## src/rtl/uirq_pkg.sv

```systemverilog
package uirq_pkg;
  localparam int NSRC = 5;
  localparam int CODE_W = 3;

  // rank 0 is the highest priority
  localparam int RK_LS = 0;
  localparam int RK_RD = 1;
  localparam int RK_TO = 2;
  localparam int RK_TH = 3;
  localparam int RK_MS = 4;

  function automatic logic [CODE_W-1:0] rank_code(input int rk);
    case (rk)
      RK_LS:   return 3'b011;
      RK_RD:   return 3'b010;
      RK_TO:   return 3'b100;
      RK_TH:   return 3'b001;
      default: return 3'b000;
    endcase
  endfunction
endpackage

```

## src/rtl/uirq_flag.sv

```systemverilog
module uirq_flag (
  input  logic clk,
  input  logic rst,
  input  logic set_i,
  input  logic clr_i,
  output logic q
);
  always_ff @(posedge clk) begin
    if (rst)        q <= 1'b0;
    else if (set_i) q <= 1'b1;
    else if (clr_i) q <= 1'b0;
  end

  AST_SET_WINS: assert property (@(posedge clk) disable iff (rst)
    set_i |=> q);
  AST_CLR_DROPS: assert property (@(posedge clk) disable iff (rst)
    (clr_i && !set_i) |=> !q);
endmodule

```

## src/rtl/uirq_prio.sv

```systemverilog
module uirq_prio
  import uirq_pkg::*;
#(
  parameter int N = NSRC
) (
  input  logic [N-1:0]      pend,
  output logic [CODE_W-1:0] code,
  output logic              any
);
  always_comb begin
    code = '0;
    any  = 1'b0;
    for (int i = N - 1; i >= 0; i--) begin
      if (pend[i]) begin
        code = rank_code(i);
        any  = 1'b1;
      end
    end
  end
endmodule

```

## src/rtl/uart_irq_ident.sv

```systemverilog
module uart_irq_ident
  import uirq_pkg::*;
#(
  parameter int IER_W = 8,
  parameter int IID_W = 8
) (
  input  logic             clk,
  input  logic             rst,
  input  logic [IER_W-1:0] ena_mask,
  input  logic             fifo_on,
  input  logic             out_en,
  input  logic             ev_line_err,
  input  logic             ev_rx_data,
  input  logic             ev_rx_tmo,
  input  logic             thr_empty,
  input  logic             ev_modem,
  input  logic             rd_lsr,
  input  logic             rd_rbr,
  input  logic             rd_msr,
  input  logic             rd_iid,
  input  logic             wr_thr,
  output logic [IID_W-1:0] iid,
  output logic             irq
);
  localparam int CODE_LO = 1;
  localparam int CODE_HI = CODE_LO + CODE_W - 1;
  localparam int PAD_W   = IID_W - CODE_W - 3;

  logic [NSRC-1:0]   set_v, clr_v, flag_v, en_v, pend_v;
  logic              thr_d, th_en_d;
  logic [CODE_W-1:0] top_code;
  logic              top_any;
  logic              iid_shows_th;

  // edge detectors for holding-empty re-arm
  always_ff @(posedge clk) begin
    if (rst) begin
      thr_d   <= 1'b0;
      th_en_d <= 1'b0;
    end else begin
      thr_d   <= thr_empty;
      th_en_d <= ena_mask[1];
    end
  end

  assign iid_shows_th = !iid[0] && (iid[CODE_HI:CODE_LO] == rank_code(RK_TH));

  always_comb begin
    set_v        = '0;
    clr_v        = '0;
    set_v[RK_LS] = ev_line_err;
    clr_v[RK_LS] = rd_lsr;
    set_v[RK_RD] = ev_rx_data;
    clr_v[RK_RD] = rd_rbr;
    set_v[RK_TO] = ev_rx_tmo && fifo_on;
    clr_v[RK_TO] = rd_rbr || !fifo_on;
    set_v[RK_TH] = (thr_empty && !thr_d) || (thr_empty && ena_mask[1] && !th_en_d);
    clr_v[RK_TH] = wr_thr || (rd_iid && iid_shows_th);
    set_v[RK_MS] = ev_modem;
    clr_v[RK_MS] = rd_msr;
  end

  always_comb begin
    en_v        = '0;
    en_v[RK_LS] = ena_mask[2];
    en_v[RK_RD] = ena_mask[0];
    en_v[RK_TO] = ena_mask[0];
    en_v[RK_TH] = ena_mask[1];
    en_v[RK_MS] = ena_mask[3];
  end

  generate
    for (genvar g = 0; g < NSRC; g++) begin : g_src
      uirq_flag u_flag (
        .clk   (clk),
        .rst   (rst),
        .set_i (set_v[g]),
        .clr_i (clr_v[g]),
        .q     (flag_v[g])
      );
    end
  endgenerate

  assign pend_v = flag_v & en_v;

  uirq_prio #(.N(NSRC)) u_prio (
    .pend (pend_v),
    .code (top_code),
    .any  (top_any)
  );

  always_ff @(posedge clk) begin
    if (rst) begin
      iid <= {{(IID_W-1){1'b0}}, 1'b1};
      irq <= 1'b0;
    end else begin
      iid <= {{2{fifo_on}}, {PAD_W{1'b0}}, top_code, !top_any};
      irq <= out_en && top_any;
    end
  end

  AST_IRQ_GATE: assert property (@(posedge clk) disable iff (rst)
    !out_en |=> !irq);
  AST_PEND_LOW: assert property (@(posedge clk) disable iff (rst)
    irq |-> !iid[0]);
  AST_FIFO_BITS: assert property (@(posedge clk) disable iff (rst)
    fifo_on |=> (iid[IID_W-1:IID_W-2] == 2'b11));
  AST_TMO_FIFO: assert property (@(posedge clk) disable iff (rst)
    !fifo_on |=> !flag_v[RK_TO]);
  AST_THR_WR: assert property (@(posedge clk) disable iff (rst)
    (wr_thr && !set_v[RK_TH]) |=> !flag_v[RK_TH]);
  AST_RBR_CLR: assert property (@(posedge clk) disable iff (rst)
    (rd_rbr && !ev_rx_data) |=> !flag_v[RK_RD]);
endmodule

```

## config.mk

```make
export PLATFORM = sky130hd
export DESIGN_NAME = uart_irq_ident
export DESIGN_NICKNAME = d
export VERILOG_FILES = /design/src/rtl/uirq_pkg.sv /design/src/rtl/uirq_flag.sv /design/src/rtl/uirq_prio.sv /design/src/rtl/uart_irq_ident.sv
export SDC_FILE = /design/constraint.sdc
export NUM_CORES = 1
export LEC_CHECK = 0
export BUFFER_PORTS_ARGS = -buffer_cell sky130_fd_sc_hd__buf_2
export CAP_MARGIN = 20
export CORE_MARGIN = 5
export CORE_UTILIZATION = 25
export DETAILED_ROUTE_END_ITERATION = 10
export GPL_TIMING_DRIVEN = 0
export HOLD_SLACK_MARGIN = 0.05
export PLACE_DENSITY = 0.53
export SLEW_MARGIN = 20
export SYNTH_ARGS = -nofsm -noshare
export SYNTH_HDL_FRONTEND = slang
export SYNTH_SLANG_ARGS = --single-unit
```

## constraint.sdc

```tcl
create_clock -name clk -period 1.3 [get_ports clk]
set_input_delay 0.13 -clock clk [delete_from_list [all_inputs] [get_ports clk]]
set_output_delay 0.13 -clock clk [all_outputs]
set_load 0.01 [all_outputs]
```

==> results.yml, run 1 <==
synthesis:
  synth_seq_cells: 13
  synth_edf_count: 0
  yosys.area.top_type_share_pct: 56.2
  syn_area_um2: 463
  synth_common_cells: "dfxtp_1, nor2_1, inv_1, a21oi_1"
  async_flop_share_pct: 0
  synth_most_common_cell: "dfxtp_1"
  synthCells: 48
  synth_warnings: 0
  syn_area_per_cell_um2: 9.64
  synthFlopType: "dfxtp_1"
  synth.area.top_cells: "dfxtp_1, nor2_1, buf_4"
  yosysSeqAreaShare_pct: 56.2
  synth_largest_area_cell: "dfxtp_1"
  yosysUniqueCellTypes: 17
finish:
  multiInputGateArea_um2: 160
  area_delta_synth_final_pct: 41.4
  antenna_cells: 0
  fillers: 191
  final_nets: 101
  seqCellArea_um2: 260
  drive_above_1_share_pct: 42.3
  finalNonFillerCells: 103
worst_setup_path:
  worstSetupEndpointType: "register"
  crit_path_start: "rst"
  crit_fanout: 10
  reg2reg_from: "iid[2]"
  worstRegToRegCells: 3
  endpoint: "g_src[3].u_flag.q"
  r2r-end: "g_src[3].u_flag.q"
  r2r_setup_slack_ns: 0.29
  crit_type: "input port to register"
  crit_required_ns: 1.46
  arrival_ns: 1.26
  cp-start-kind: "input port"
route:
  avgRoutedWirePerCell_um: 9.46
  wl_met1_um: 385
  wl_met3_um: 96
  wl_um: 974
  route.vias.total: 419
  drt_iter0_markers: 10
  drc: 0
  top_layer: "met4"
  wl_met2_um: 475
  ant_nets: 0
  vias_per_cell: 4.07
  drt_first_pass_iters: 4
cts:
  clkTransAtPathRegs_ns: 0.07
  postCtsHoldBufs: 1
  post_cts_resized: 0
  cts_buffer_depth: 2
  postCtsSetupRepairBufs: 0
  insertion_delay_ns: 0.27
  cts_tree: "done"
  cts_root_buf: "clkbuf_4"
  numCtsBuffers: 3
  cts_htree_levels: 1
  cts_sinks: 13
sta:
  tns_ns: 0
  hold_violations: 0
  drv_slew: 0
  rsz0062_at_grt: "false"
  max_freq_mhz: 916
  fin_crit_sh_pct: 84.0
  fin_crit_ns: 1.09
  skew_ns: 0.00207
  finalSetupViolations: 0
placed_design:
  hpwlAfterDp_um: 818
  port_buffers: 24
  gp_congestion: 0.711
  dp.cells: 98
power:
  p_leak_nw: 0.331
  ir_worst_vdd_mv: 0.312
  fin_total_pwr_uw: 769
  powerDensity_nw_per_um2: 1180
global_route:
  grt_usage_pct: 6.80
  first_global_vias: 351
  grt_pass1_wl_mm: 1.38
  antenna_found_initial: 0
  gr-total-overflow: 0
  grt_max_degree: 11
die:
  rows: 15
  die_area_um2: 2810
  die_x_um: 53.0
  die_h_um: 53.0
  ios: 31
  start_util_pct: 26.5
  core_area_um2: 1750
flow_run:
  drv_cap: 0
min_path:
  hold_path_class: "input port to register"
run_status:
  outcome: "finished clean"
-- state kept, by name, indices dropped and copies added, names as in the netlist --
name            count
iid                 5
g_src.u_flag.q      5
irq                 1
thr_d               1
th_en_d             1
-- worst min-delay path by stage --
stage | from | to | slack [ns] | cells after the start
finish | ev_modem | g_src[4].u_flag.q | 0.06 | 3
global route | ev_modem | g_src[4].u_flag.q | 0.07 | 3
CTS | ev_modem | g_src[4].u_flag.q | 0.06 | 3
detailed placement | rst | thr_d | 0.32 | 2
global placement | rst | thr_d | 0.32 | 2
floorplan | rst | thr_d | 0.21 | 1
-- worst max-delay path, stage by stage --
cell,delay (ns)
dlygate4sd3_1,0.52
buf_2,0.10
buf_2,0.19
nor2_1,0.06
a32o_1,0.25
-- layout make-up --
type	instances	share of cell area [%]
Buffer	4	4.21
Clock buffer	4	4.02
Inverter	5	2.87
Multi-Input combinational cell	27	24.5
Sequential cell	13	39.8
Tap cell	25	4.78
Timing Repair Buffer	25	19.9
-- per-stage QoR --
stage	setup slack, ns	hold WS [ns]	area, µm²	util [%]
finish	0.209	0.0597	654	37.5
global route	0.179	0.0720	654	37.5
CTS	0.210	0.0561	654	37.5
detailed placement	0.301	0.321	618	35.4
global placement	0.291	0.318	618	35.4
floorplan	0.307	0.213	467	-
-- logic make-up (layout without fill, tap and decap cells) --
logic type      after synthesis  in the layout  share of synthesized area, %
compound gates               11             11                          16.2
flops                        13             13                          56.2
buf+inv                       9             38                          10.0
other cells                   1              2                         0.810
simple gates                 14             14                          16.8
-- report_power, final --
| group | internal, mW | total [mW] | switching, mW |
|---|---|---|---|
| clock network | 0.119 | 0.239 | 0.120 |
| registers | 0.422 | 0.434 | 0.0122 |
| logic | 0.0537 | 0.0967 | 0.0430 |
-- layer usage --
layer / global-route usage (%) / up-vias
met5: 0 / -
met4: 5.11 / 0
met3: 1.69 / 2
met2: 11.2 / 18
met1: 7.47 / 183
li1: - / 216
-- layout by cell type (no fill, tap or decap), drive strengths merged, types with 2 or more instances in the layout --
cell,count
buf,28
conb,2
a21oi,4
dfxtp,13
inv,5
nor2,8
nor2b,3
o21ai,2
clkbuf,4
Power figures use the tool's default switching activity.
==> inputs of run 2 (changes only) <==
- clock period: 1.3 -> 1.06 ns (I/O delays scaled with it)
==> results.yml, run 2 (synthesized netlist as in run 1, its figures left out) <==
route:
  drt_iter0_markers: 11
  wl_met1_um: 410
  top_layer: "met4"
  route.vias.total: 439
  drc: 0
  wl_met2_um: 543
  wl_met3_um: 91
  vias_per_cell: 4.10
  wl_mm: 1.06
  avgRoutedWirePerCell_um: 9.93
  ant_nets: 0
  drt_first_pass_iters: 4
die:
  core_area_um2: 1750
  start_util_pct: 26.5
  rows: 15
  die_area_um2: 2810
  die_x_um: 53.0
  ios: 31
  die_h_um: 53.0
global_route:
  grt_usage_pct: 7.68
  grt_pass1_wl_mm: 1.53
  antenna_found_initial: 0
  first_global_vias: 379
  grt_max_degree: 11
  gr-total-overflow: 0
power:
  ir_worst_vdd_mv: 0.394
  p_leak_nw: 0.347
  fin_total_pwr_uw: 966
  powerDensity_nw_per_um2: 1390
worst_setup_path:
  crit_fanout: 4
  worstSetupEndpointType: "register"
  crit_required_ns: 1.24
  arrival_ns: 1.17
  crit_type: "register to register"
  cp-start-kind: "register"
sta:
  hold_violations: 0
  hold_slack_ns: 0.0637
  rsz0062_at_grt: "false"
  postLayoutSetupSlackWorst_ns: 0.0672
  skew_ns: 0.00547
  tns_ns: 0
  max_freq_mhz: 1010
  drv_slew: 0
  finalSetupViolations: 0
  fin_crit_sh_pct: 93.7
  fin_crit_ns: 0.993
cts:
  insertion_delay_ns: 0.27
  cts_sinks: 13
  numCtsBuffers: 3
  cts_tree: "done"
  clkTransAtPathRegs_ns: 0.08
  cts_htree_levels: 1
  cts_root_buf: "clkbuf_4"
  cts_buffer_depth: 2
run_status:
  outcome: "finished clean"
finish:
  design_area_um2: 696
  drive_above_1_share_pct: 41.5
  area_delta_synth_final_pct: 50.3
  post-route-util_pct: 39.9
  mostFrequentLayoutCell: "buf_2"
  final_nets: 105
  finalNonFillerCells: 107
  fillers: 188
  multiInputGateArea_um2: 160
  layout_common_cells: "buf_2, dfxtp_1, nor2_1"
  top_regs: "g_src.u_flag.q (5), iid (5)"
  seqCellArea_um2: 262
  antenna_cells: 0
placed_design:
  place_ws_ns: 0.0606
  hpwlAfterDp_um: 818
  port_buffers: 24
  gp_congestion: 0.711
  placed_area_um2: 618
  dp.cells: 98
flow_run:
  drv_cap: 0
min_path:
  hold_path_class: "input port to register"
run 2: cell type report:
class	instances	share of cell area, %
Multi-Input combinational cell	27	23.0
Sequential cell	13	37.6
Buffer	4	3.96
Timing Repair Buffer	29	24.5
Tap cell	25	4.50
Inverter	5	2.70
Clock buffer	4	3.78
run 2: critical path, cell delays in order (launching register included):
cell	delay, ns
dfxtp_1	0.33
a222oi_1	0.33
a21o_2	0.19
nor2_1	0.04
run 2: layer usage:
| metal | vias up | track usage, % |
|---|---|---|
| met5 | - | 0 |
| met4 | 0 | 5.11 |
| met3 | 2 | 1.41 |
| met2 | 18 | 13.6 |
| met1 | 195 | 8.15 |
| li1 | 224 | - |
run 2: report_power, final:
part	total, mW	leakage, nW	internal, mW	switching (mW)
clock	0.302	0.0150	0.146	0.156
sequential	0.533	0.107	0.518	0.0155
combinational	0.131	0.225	0.0755	0.0553
total	0.966	0.347	0.739	0.227
run 2: final timing paths:
| check | slack [ns] | start | cells past startpoint | to |
|---|---|---|---|---|
| hold reg to reg | 0.50 | g_src[4].u_flag.q | 2 | g_src[4].u_flag.q |
| hold / removal | 0.06 | ev_rx_tmo | 3 | g_src[2].u_flag.q |
| setup reg to reg | 0.07 | g_src[2].u_flag.q | 3 | irq |
| setup / recovery | 0.07 | g_src[2].u_flag.q | 3 | irq |
run 2: what timing repair did:
action / 4_1_cts / 5_1_grt
endpoints found under the hold margin: 5 / 0
setup buffers: 0 / 0
gates resized for setup: 0 / 1
setup endpoints to repair: 0 / 1
hold buffers: 5 / 0
==> inputs of run 3 (changes only) <==
- CAP_MARGIN: 20 -> default
- RECOVER_POWER: default -> 25
==> results.yml, run 3 (synthesized netlist as in run 1, its figures left out) <==
power:
  p_comb_share_pct: 13.5
  swShare_pct: 23.5
  internal-power_uw: 739
  p_clk_share_pct: 31.3
  ir_worst_vdd_mv: 0.394
  powerDensity_nw_per_um2: 1390
  p_leak_nw: 0.344
  seq_power_share_pct: 55.2
  total_switching_power_uw: 227
global_route:
  gr-total-overflow: 0
  grt_usage_pct: 7.68
  antenna_found_initial: 0
  grt_pass1_wl_mm: 1.53
  grt_max_degree: 11
  first_global_vias: 379
worst_setup_path:
  arrival_ns: 1.17
  crit_required_ns: 1.24
  cp-start-kind: "register"
  critPathTopFamily: "compound AO/OA/AOI/OAI gates"
  cpPeakStageDelay_ns: 0.33
  path_cells: "a222oi_1 > a21o_2 > nor2_1"
  crit_buf_inv: 0
  crit_fanout: 4
  slowest_stage: "dfxtp_1"
  worstSetupEndpointType: "register"
  crit_type: "register to register"
placed_design:
  dp.cells: 98
  hpwlAfterDp_um: 818
  port_buffers: 24
  gp_congestion: 0.711
die:
  die_x_um: 53.0
  ios: 31
  start_util_pct: 26.5
  core_area_um2: 1750
  rows: 15
  die_area_um2: 2810
  die_h_um: 53.0
finish:
  layout_common_cells: "buf_2, dfxtp_1, nor2_1"
  fillers: 189
  drive_above_1_share_pct: 40.2
  finalNonFillerCells: 107
  mostFrequentLayoutCell: "buf_2"
  antenna_cells: 0
  area_delta_synth_final_pct: 50.0
  final_nets: 105
  top_regs: "g_src.u_flag.q (5), iid (5)"
route:
  drc: 0
  drt_first_pass_iters: 4
  route.vias.total: 439
  wl_mm: 1.06
  vias_per_cell: 4.10
  avgRoutedWirePerCell_um: 9.92
  ant_nets: 0
  drt_iter0_markers: 11
cts:
  cts_sinks: 13
  cts_buffer_depth: 2
  postCtsSetupRepairBufs: 0
  insertion_delay_ns: 0.27
  clkTransAtPathRegs_ns: 0.08
  cts_root_buf: "clkbuf_4"
  cts_htree_levels: 1
  numCtsBuffers: 3
  cts_tree: "done"
sta:
  drv_slew: 0
  fin_crit_ns: 0.993
  rsz0062_at_grt: "false"
  tns_ns: 0
  hold_slack_ns: 0.0637
  finalSetupViolations: 0
  fin_crit_sh_pct: 93.7
  max_freq_mhz: 1010
  skew_ns: 0.00547
  hold_violations: 0
flow_run:
  drv_cap: 0
run_status:
  outcome: "finished clean"
min_path:
  hold_path_class: "input port to register"
[run 3: path summary, 6_finish.rpt]
check	start	end	slack, ns	cells after the start
max reg2reg	g_src[2].u_flag.q	irq	0.07	3
max	g_src[2].u_flag.q	irq	0.07	3
min reg2reg	g_src[4].u_flag.q	g_src[4].u_flag.q	0.50	2
min	ev_rx_tmo	g_src[2].u_flag.q	0.06	3
[run 3: area by class of cell]
cell class | count | area (µm²) | area share, %
Inverter | 5 | 18.8 | 2.70
Buffer | 4 | 26.3 | 3.78
Timing Repair Buffer | 29 | 170 | 24.5
Tap cell | 25 | 31.3 | 4.50
Sequential cell | 13 | 262 | 37.7
Multi-Input combinational cell | 27 | 160 | 23.1
Clock buffer | 4 | 26.3 | 3.78
[run 3: power groups by stage]
stage               logic (mW)  clock network [mW]  registers, mW
finish                   0.130               0.302          0.533
global route             0.146               0.333          0.538
CTS                      0.132               0.311          0.533
detailed placement       0.117                   0          0.544
global placement         0.116                   0          0.544
floorplan               0.0554                   0          0.548
[run 3: metal layers]
layer	track usage (%)	routed length, µm	up-vias
met2	13.6	543	18
met3	1.41	91	2
met4	5.11	16	0
met1	8.15	409	195
li1	-	-	224
met5	0	0	-
[run 3: worst reg2reg max path, stage by stage, from the launching register on]
cell and delay, ns:
dfxtp_1 0.33, a222oi_1 0.33, a21o_2 0.19, nor2_1 0.04
[run 3: metrics by stage]
step | setup WS (ns) | util (%) | instance area, µm² | power (mW)
after floorplan | 0.0666 | - | 467 | 0.603
after global placement | 0.0514 | 35.4 | 618 | 0.660
after detailed placement | 0.0606 | 35.4 | 618 | 0.662
after CTS | 0.0493 | 39.8 | 694 | 0.976
after global routing | 0.0105 | 39.8 | 694 | 1.02
final | 0.0667 | 39.8 | 694 | 0.965
[run 3: timing repair]
action	4_1_cts	5_1_grt
resized for setup	0	1
endpoints found under the hold margin	5	0
setup endpoints to repair	0	1
hold buffers	5	0
